==> config.mk <==
export PLATFORM = sky130hd
export DESIGN_NAME = spi_fifo_byte_packer
export DESIGN_NICKNAME = d
export VERILOG_FILES = /design/src/rtl/fbp_pkg.sv /design/src/rtl/fbp_cfg.sv /design/src/rtl/fbp_tx_pack.sv /design/src/rtl/fbp_rx_unpack.sv /design/src/rtl/spi_fifo_byte_packer.sv
export SDC_FILE = /design/constraint.sdc
export NUM_CORES = 1
export LEC_CHECK = 0
export BUFFER_PORTS_ARGS = -buffer_cell sky130_fd_sc_hd__buf_4
export CORE_MARGIN = 1
export CORE_UTILIZATION = 45
export CTS_CLUSTER_SIZE = 20
export DETAILED_ROUTE_END_ITERATION = 10
export PLACE_DENSITY = 0.62
export SLEW_MARGIN = 25
export SYNTH_ARGS = -nofsm -noshare
export SYNTH_HDL_FRONTEND = slang
export SYNTH_SLANG_ARGS = --single-unit
==> constraint.sdc <==
create_clock -name clk -period 15.6 [get_ports clk]
set_clock_uncertainty 0.1 [all_clocks]
set_input_delay 0.78 -clock clk [delete_from_list [all_inputs] [get_ports clk]]
set_output_delay 0.78 -clock clk [all_outputs]
set_load 0.005 [all_outputs]
==> src/rtl/fbp_pkg.sv <==
package fbp_pkg;
   localparam int unsigned LANE_W = 8;
   typedef logic [2:0] wsize_t;

   // Byte count of one serial word from the (bits-per-word - 1) field.
   function automatic wsize_t wsize_of(input logic [4:0] n);
      if (n <= 5'd7)       return 3'd1;
      else if (n <= 5'd15) return 3'd2;
      else                 return 3'd4;
   endfunction
endpackage

==> src/rtl/fbp_cfg.sv <==
module fbp_cfg
   import fbp_pkg::*;
#(
   parameter int LEN_W = 16
) (
   input  logic             clk,
   input  logic             rst_n,
   input  logic             start,
   input  logic [4:0]       bpw_m1,
   input  logic [LEN_W-1:0] len,
   input  logic             tx_none,
   input  logic             rx_none,
   output logic             armed,
   output wsize_t           wsz,
   output logic [LEN_W-1:0] len_q,
   output logic             tx_none_q,
   output logic             rx_none_q
);
   always_ff @(posedge clk) begin
      if (!rst_n) begin
         armed     <= 1'b0;
         wsz       <= 3'd1;
         len_q     <= '0;
         tx_none_q <= 1'b0;
         rx_none_q <= 1'b0;
      end else if (start) begin
         armed     <= 1'b1;
         wsz       <= wsize_of(bpw_m1);
         len_q     <= len;
         tx_none_q <= tx_none;
         rx_none_q <= rx_none;
      end
   end
endmodule

==> src/rtl/fbp_tx_pack.sv <==
module fbp_tx_pack
   import fbp_pkg::*;
#(
   parameter int LEN_W  = 16,
   parameter int WORD_W = 32
) (
   input  logic              clk,
   input  logic              rst_n,
   input  logic              start,
   input  logic              armed,
   input  wsize_t            wsz,
   input  logic [LEN_W-1:0]  len,
   input  logic              tx_none,
   input  logic              byte_valid,
   input  logic [7:0]        byte_data,
   output logic              byte_ready,
   output logic              word_valid,
   output logic [WORD_W-1:0] word_data,
   input  logic              word_ready,
   output logic              done
);
   localparam int LANES = WORD_W / LANE_W;
   localparam int IDX_W = $clog2(LANES);

   logic [LEN_W-1:0] cnt;
   logic [LEN_W-1:0] rem;
   logic [LEN_W-1:0] step;
   logic [IDX_W-1:0] idx;
   logic [IDX_W-1:0] lane_sel;
   logic             hold;
   logic             last_byte;
   logic             byte_fire;
   logic             word_fire;
   logic [7:0]       acc [LANES];

   assign rem        = len - cnt;
   assign step       = (rem < LEN_W'(wsz)) ? rem : LEN_W'(wsz);
   assign lane_sel   = IDX_W'(LANES - 1) - idx;
   assign last_byte  = (3'(idx) == wsz - 3'd1) || (rem == LEN_W'(1));
   assign byte_ready = armed && !tx_none && !hold && (rem != '0);
   assign word_valid = hold || (armed && tx_none && (rem != '0));
   assign byte_fire  = byte_valid && byte_ready;
   assign word_fire  = word_valid && word_ready;
   assign done       = armed && (rem == '0) && !hold;

   always_comb begin
      for (int l = 0; l < LANES; l++) begin
         word_data[l*LANE_W +: LANE_W] = tx_none ? 8'h00 : acc[l];
      end
   end

   always_ff @(posedge clk) begin
      if (!rst_n || start) begin
         cnt  <= '0;
         idx  <= '0;
         hold <= 1'b0;
      end else begin
         if (byte_fire) begin
            cnt <= cnt + LEN_W'(1);
            if (last_byte) begin
               hold <= 1'b1;
               idx  <= '0;
            end else begin
               idx <= idx + IDX_W'(1);
            end
         end
         if (word_fire) begin
            hold <= 1'b0;
            if (tx_none) cnt <= cnt + step;
         end
      end
   end

   // One accumulator lane per byte position, first byte in the top lane.
   for (genvar L = 0; L < LANES; L++) begin : g_lane
      always_ff @(posedge clk) begin
         if (!rst_n || start || word_fire)
            acc[L] <= 8'h00;
         else if (byte_fire && (lane_sel == IDX_W'(L)))
            acc[L] <= byte_data;
      end
   end
endmodule

==> src/rtl/fbp_rx_unpack.sv <==
module fbp_rx_unpack
   import fbp_pkg::*;
#(
   parameter int LEN_W  = 16,
   parameter int WORD_W = 32
) (
   input  logic              clk,
   input  logic              rst_n,
   input  logic              start,
   input  logic              armed,
   input  wsize_t            wsz,
   input  logic [LEN_W-1:0]  len,
   input  logic              rx_none,
   input  logic              word_valid,
   input  logic [WORD_W-1:0] word_data,
   output logic              word_ready,
   output logic              byte_valid,
   output logic [7:0]        byte_data,
   input  logic              byte_ready,
   output logic              done
);
   localparam int LANES = WORD_W / LANE_W;
   localparam int IDX_W = $clog2(LANES);

   logic [LEN_W-1:0]  cnt;
   logic [LEN_W-1:0]  rem;
   logic [2:0]        take;
   logic [2:0]        nb;
   logic [2:0]        sel;
   logic [IDX_W-1:0]  idx;
   logic              have;
   logic [WORD_W-1:0] wq;
   logic              word_fire;
   logic              byte_fire;

   assign rem        = len - cnt;
   assign take       = (rem < LEN_W'(wsz)) ? rem[2:0] : wsz;
   assign sel        = wsz - 3'd1 - 3'(idx);
   assign word_ready = armed && !have && (rem != '0);
   assign byte_valid = have;
   assign byte_data  = wq[{sel[IDX_W-1:0], 3'b000} +: LANE_W];
   assign word_fire  = word_valid && word_ready;
   assign byte_fire  = byte_valid && byte_ready;
   assign done       = armed && (rem == '0) && !have;

   always_ff @(posedge clk) begin
      if (!rst_n || start) begin
         cnt  <= '0;
         have <= 1'b0;
         idx  <= '0;
         nb   <= '0;
         wq   <= '0;
      end else begin
         if (word_fire) begin
            if (rx_none) begin
               cnt <= cnt + LEN_W'(take);
            end else begin
               have <= 1'b1;
               wq   <= word_data;
               idx  <= '0;
               nb   <= take;
            end
         end
         if (byte_fire) begin
            cnt <= cnt + LEN_W'(1);
            idx <= idx + IDX_W'(1);
            if (3'(idx) + 3'd1 == nb) have <= 1'b0;
         end
      end
   end
endmodule

==> src/rtl/spi_fifo_byte_packer.sv <==
module spi_fifo_byte_packer
   import fbp_pkg::*;
#(
   parameter int LEN_W  = 16,
   parameter int WORD_W = 32
) (
   input  logic              clk,
   input  logic              rst_n,
   input  logic              cfg_start,
   input  logic [4:0]        cfg_bpw_m1,
   input  logic [LEN_W-1:0]  cfg_len,
   input  logic              cfg_tx_none,
   input  logic              cfg_rx_none,
   input  logic              tx_byte_valid,
   input  logic [7:0]        tx_byte_data,
   output logic              tx_byte_ready,
   output logic              ofifo_valid,
   output logic [WORD_W-1:0] ofifo_data,
   input  logic              ofifo_ready,
   input  logic              ififo_valid,
   input  logic [WORD_W-1:0] ififo_data,
   output logic              ififo_ready,
   output logic              rx_byte_valid,
   output logic [7:0]        rx_byte_data,
   input  logic              rx_byte_ready,
   output logic              tx_done,
   output logic              rx_done
);
   if (WORD_W != 32) begin : g_bad_word
      $error("spi_fifo_byte_packer: WORD_W must be 32");
   end
   if (LEN_W < 3) begin : g_bad_len
      $error("spi_fifo_byte_packer: LEN_W must be at least 3");
   end

   logic             armed;
   wsize_t           wsz;
   logic [LEN_W-1:0] len_q;
   logic             tx_none_q;
   logic             rx_none_q;

   fbp_cfg #(.LEN_W(LEN_W)) u_cfg (
      .clk      (clk),
      .rst_n    (rst_n),
      .start    (cfg_start),
      .bpw_m1   (cfg_bpw_m1),
      .len      (cfg_len),
      .tx_none  (cfg_tx_none),
      .rx_none  (cfg_rx_none),
      .armed    (armed),
      .wsz      (wsz),
      .len_q    (len_q),
      .tx_none_q(tx_none_q),
      .rx_none_q(rx_none_q)
   );

   fbp_tx_pack #(.LEN_W(LEN_W), .WORD_W(WORD_W)) u_tx (
      .clk       (clk),
      .rst_n     (rst_n),
      .start     (cfg_start),
      .armed     (armed),
      .wsz       (wsz),
      .len       (len_q),
      .tx_none   (tx_none_q),
      .byte_valid(tx_byte_valid),
      .byte_data (tx_byte_data),
      .byte_ready(tx_byte_ready),
      .word_valid(ofifo_valid),
      .word_data (ofifo_data),
      .word_ready(ofifo_ready),
      .done      (tx_done)
   );

   fbp_rx_unpack #(.LEN_W(LEN_W), .WORD_W(WORD_W)) u_rx (
      .clk       (clk),
      .rst_n     (rst_n),
      .start     (cfg_start),
      .armed     (armed),
      .wsz       (wsz),
      .len       (len_q),
      .rx_none   (rx_none_q),
      .word_valid(ififo_valid),
      .word_data (ififo_data),
      .word_ready(ififo_ready),
      .byte_valid(rx_byte_valid),
      .byte_data (rx_byte_data),
      .byte_ready(rx_byte_ready),
      .done      (rx_done)
   );
endmodule

==> reports/metrics.yaml <==
dp_hpwl_mm: 14.98
crit_path_end_kind: "flip-flop"
hold_viol: 0
max-cap-violations: 0
ys_dominant_reg_cell: "dfxtp_1"
num_antenna_cells: 0
design_area_sq_um: 10050
power_density_nw_per_um2: 87.11
max_stage_delay_ns: 0.57
hp-class: "flip-flop to flip-flop"
dieWidth_um: 139.2
fin_tns_setup_ns: 0
areaGrowthSynthToFinish_pct: 18.71
violations: "design-rule violations"
cts_hold_buf: 0
setup_violations: 0
cts_tree: "done"
whs_ns: 0.3867
synth-async-reset-ratio_pct: 0
grt.total_usage_pct: 21.79
first_pass_iters: 7
io-pin-count: 116
place.gp.congestion: 0.8851
drt-initial-drc-count: 366
drive_above_1_share_pct: 16.65
syn_avg_cell_area_sq_um: 9.044
maxSlewHeadroom_pct: 40.76
seq_area_frac_synth_pct: 33.82
slowest_stage: "a211oi_1"
first_global_vias: 6695
ys_types: 66
antenna_found_initial: 0
grt_max_degree: 56
drc_errors: 3
worstSetupStartpointType: "flip-flop"
yosys_warnings: 0
final.period_utilization_pct: 38.05
h-tree-depth: 4
drv_slew: 0
cp.arrival_ns: 6.14
gr-total-overflow: 0
cts.sinks: 127
core_area_sq_um: 18210
critical_path.top_delay_family: "compound AO/OA/AOI/OAI gates"
post-route-min-period_ns: 5.936
viasPerCell: 5.466
cp_data_required_time_ns: 15.80
wire_per_inst_um: 15.77
rsz0062_at_grt: "false"
cp_num_buf_inv: 2
setup.worst_path.class: "flip-flop to flip-flop"
p_leak_nw: 4.155
rows: 49
worst-path-max-fanout: 6
clock-root-buffer: "clkbuf_16"
place_area_sq_um: 9509
ctsLongestPathBuffers: 2
ir_worst_vdd_uv: 82.10
fmax_ghz: 0.1685
start_util_pct: 46.49
vias: 7029
clk_latency_ns: 0.42
cts.clk_slew.worst_paths_ns: 0.06
die_h_um: 139.2
cts_made_buffers: 17
synth_edf_count: 32
cts_setup_buffers: 0
status: "finished with violations"
cts-resized-gates: 0
ys_seq_elements: 127
postRouteAntennaNets: 0
syn_inst: 936
drt_wl_total_mm: 20.28
die_area_sq_um: 19370
report.power.total_mw: 0.8754
synth.cell_area_sq_um: 8466
path_cells: "inv_1, ha_1, nor2b_1, or4_1, a2bb2oi_1, a21oi_1, or4_4, nor4_4, nand3b_1, a211oi_1, nor2_1, a21oi_1, ha_1, a21oi_1, nor2b_1, o31a_1, o41ai_1, buf_4, o21bai_1, nand2b_1, a31oi_1, nor2_1, o21ai_0, o31ai_1"
crit_top_cell: "a21oi_1"
final_nets: 1178
portBuffers: 112
tightest_slew_ns: 0.8845
grt_pass1_wl_mm: 33.69
## synthesized netlist by cell type, drive strengths merged, types with 26 or more instances
cell	instances	area, sq um
nor2b	63	394.1
inv	55	206.5
nand2	52	195.2
and4	34	297.8
edfxtp	32	960.9
ha	60	750.7
mux2i	60	600.6
o21ai	47	235.2
xnor2	35	306.5
clkbuf	26	97.59
a21oi	56	291.5
nor2	76	285.3
dfxtp	95	1902
## cell families after synthesis
logic type               after synthesis  synth area share (%)
AO/OA/AOI/OAI                        201                 15.40
other                                  1               0.04430
buffers and inverters                 96                 4.700
multiplexers                          69                 9.356
AND/OR/NAND/NOR                      329                 21.80
adder cells (fa/ha/maj)               64                 9.814
flip-flops                           127                 33.82
XOR/XNOR                              49                 5.069
## per-stage QoR
stage	instances	worst slack (ns)	utilization (%)
after floorplan	947	10.20	-
after global placement	1254	9.721	52.21
after detailed placement	1254	9.717	52.22
after CTS	1286	9.651	55.18
after global routing	1286	9.139	55.19
final	1286	9.664	55.19
## tightest hold or removal path, stage by stage, from the launching register on
cell	delay (ns)
dfxtp_1	0.32
mux2i_1	0.06
nor2_1	0.07
## final cells by class
class / instances / area (sq um)
timing repair buffer: 119 / 893.4
inverter: 55 / 206.4
fill: 1688 / 8159
multi-input combinational: 724 / 5261
tap: 229 / 286.5
clock buffer: 19 / 432.9
clock inverter: 13 / 106.4
sequential: 127 / 2863
## cells in the final DEF, fill, tap and decap left out, types with 4 or more instances in the layout
| cell type | netlist | final |
|---|---|---|
| o31ai_1 | 8 | 8 |
| and4_1 | 34 | 34 |
| edfxtp_1 | 32 | 32 |
| nor2_1 | 76 | 75 |
| o211ai_1 | 10 | 10 |
| o21ai_0 | 47 | 47 |
| or4_1 | 4 | 4 |
| clkbuf_16 | 0 | 17 |
| o21a_1 | 12 | 12 |
| a211oi_1 | 9 | 9 |
| xnor2_1 | 35 | 35 |
| clkinv_4 | 0 | 4 |
| nand4_1 | 12 | 12 |
| nand2_1 | 52 | 52 |
| nor4_1 | 5 | 5 |
| nor3_1 | 14 | 14 |
| nand3_1 | 19 | 19 |
| and3_1 | 6 | 6 |
| dfxtp_1 | 95 | 95 |
| conb_1 | 1 | 12 |
| and2_1 | 7 | 7 |
| xor2_1 | 14 | 14 |
| ha_1 | 60 | 60 |
| or2_2 | 4 | 4 |
| o41ai_1 | 4 | 4 |
| mux4_2 | 8 | 8 |
| fa_1 | 4 | 4 |
| inv_1 | 55 | 55 |
| mux2i_1 | 60 | 60 |
| a21o_1 | 14 | 14 |
| nand2b_1 | 12 | 11 |
| nand3b_1 | 5 | 5 |
| nor2b_1 | 63 | 62 |
| or3_1 | 9 | 9 |
| inv_6 | 0 | 5 |
| a21oi_1 | 55 | 55 |
| buf_4 | 1 | 119 |
| a31oi_1 | 7 | 7 |
## state kept, by name (all words and copies together) (netlist names)
register	cells
u_rx.wq	32
u_tx.acc	32
u_cfg.len_q	16
u_rx.cnt	16
u_tx.cnt	16
u_cfg.wsz	3
u_rx.nb	3
u_rx.idx	2
u_tx.idx	2
u_cfg.armed	1
u_cfg.rx_none_q	1
u_cfg.tx_none_q	1
u_rx.byte_valid	1
u_tx.hold	1
## worst paths after layout
| check | startpoint | end | slack [ns] | depth (start not counted) |
|---|---|---|---|---|
| setup / recovery | u_tx.cnt[2]$_SDFF_PP0_ | u_tx.cnt[15]$_SDFF_PP0_ | 9.66 | 24 |
| hold / removal | u_rx.wq[3]$_SDFFE_PP0P_ | u_rx.wq[3]$_SDFFE_PP0P_ | 0.39 | 2 |
| setup reg to reg | u_tx.cnt[2]$_SDFF_PP0_ | u_tx.cnt[15]$_SDFF_PP0_ | 9.66 | 24 |
| hold reg to reg | u_rx.wq[3]$_SDFFE_PP0P_ | u_rx.wq[3]$_SDFFE_PP0P_ | 0.39 | 2 |
## routing by layer
| metal | vias to the layer above | GRT usage [%] | wire [um] |
|---|---|---|---|
| met3 | 28 | 4.075 | 762 |
| met4 | 0 | 6.959 | 378 |
| met1 | 3255 | 29.73 | 9720 |
| li1 | 3608 | - | - |
| met5 | - | 0 | 0 |
| met2 | 138 | 34.74 | 9419 |
## power breakdown
part	switching, mW	internal, mW
clock	0.159	0.206
sequential	0.00750	0.347
combinational	0.0839	0.0720
total	0.251	0.625
Power figures use the tool's default switching activity.
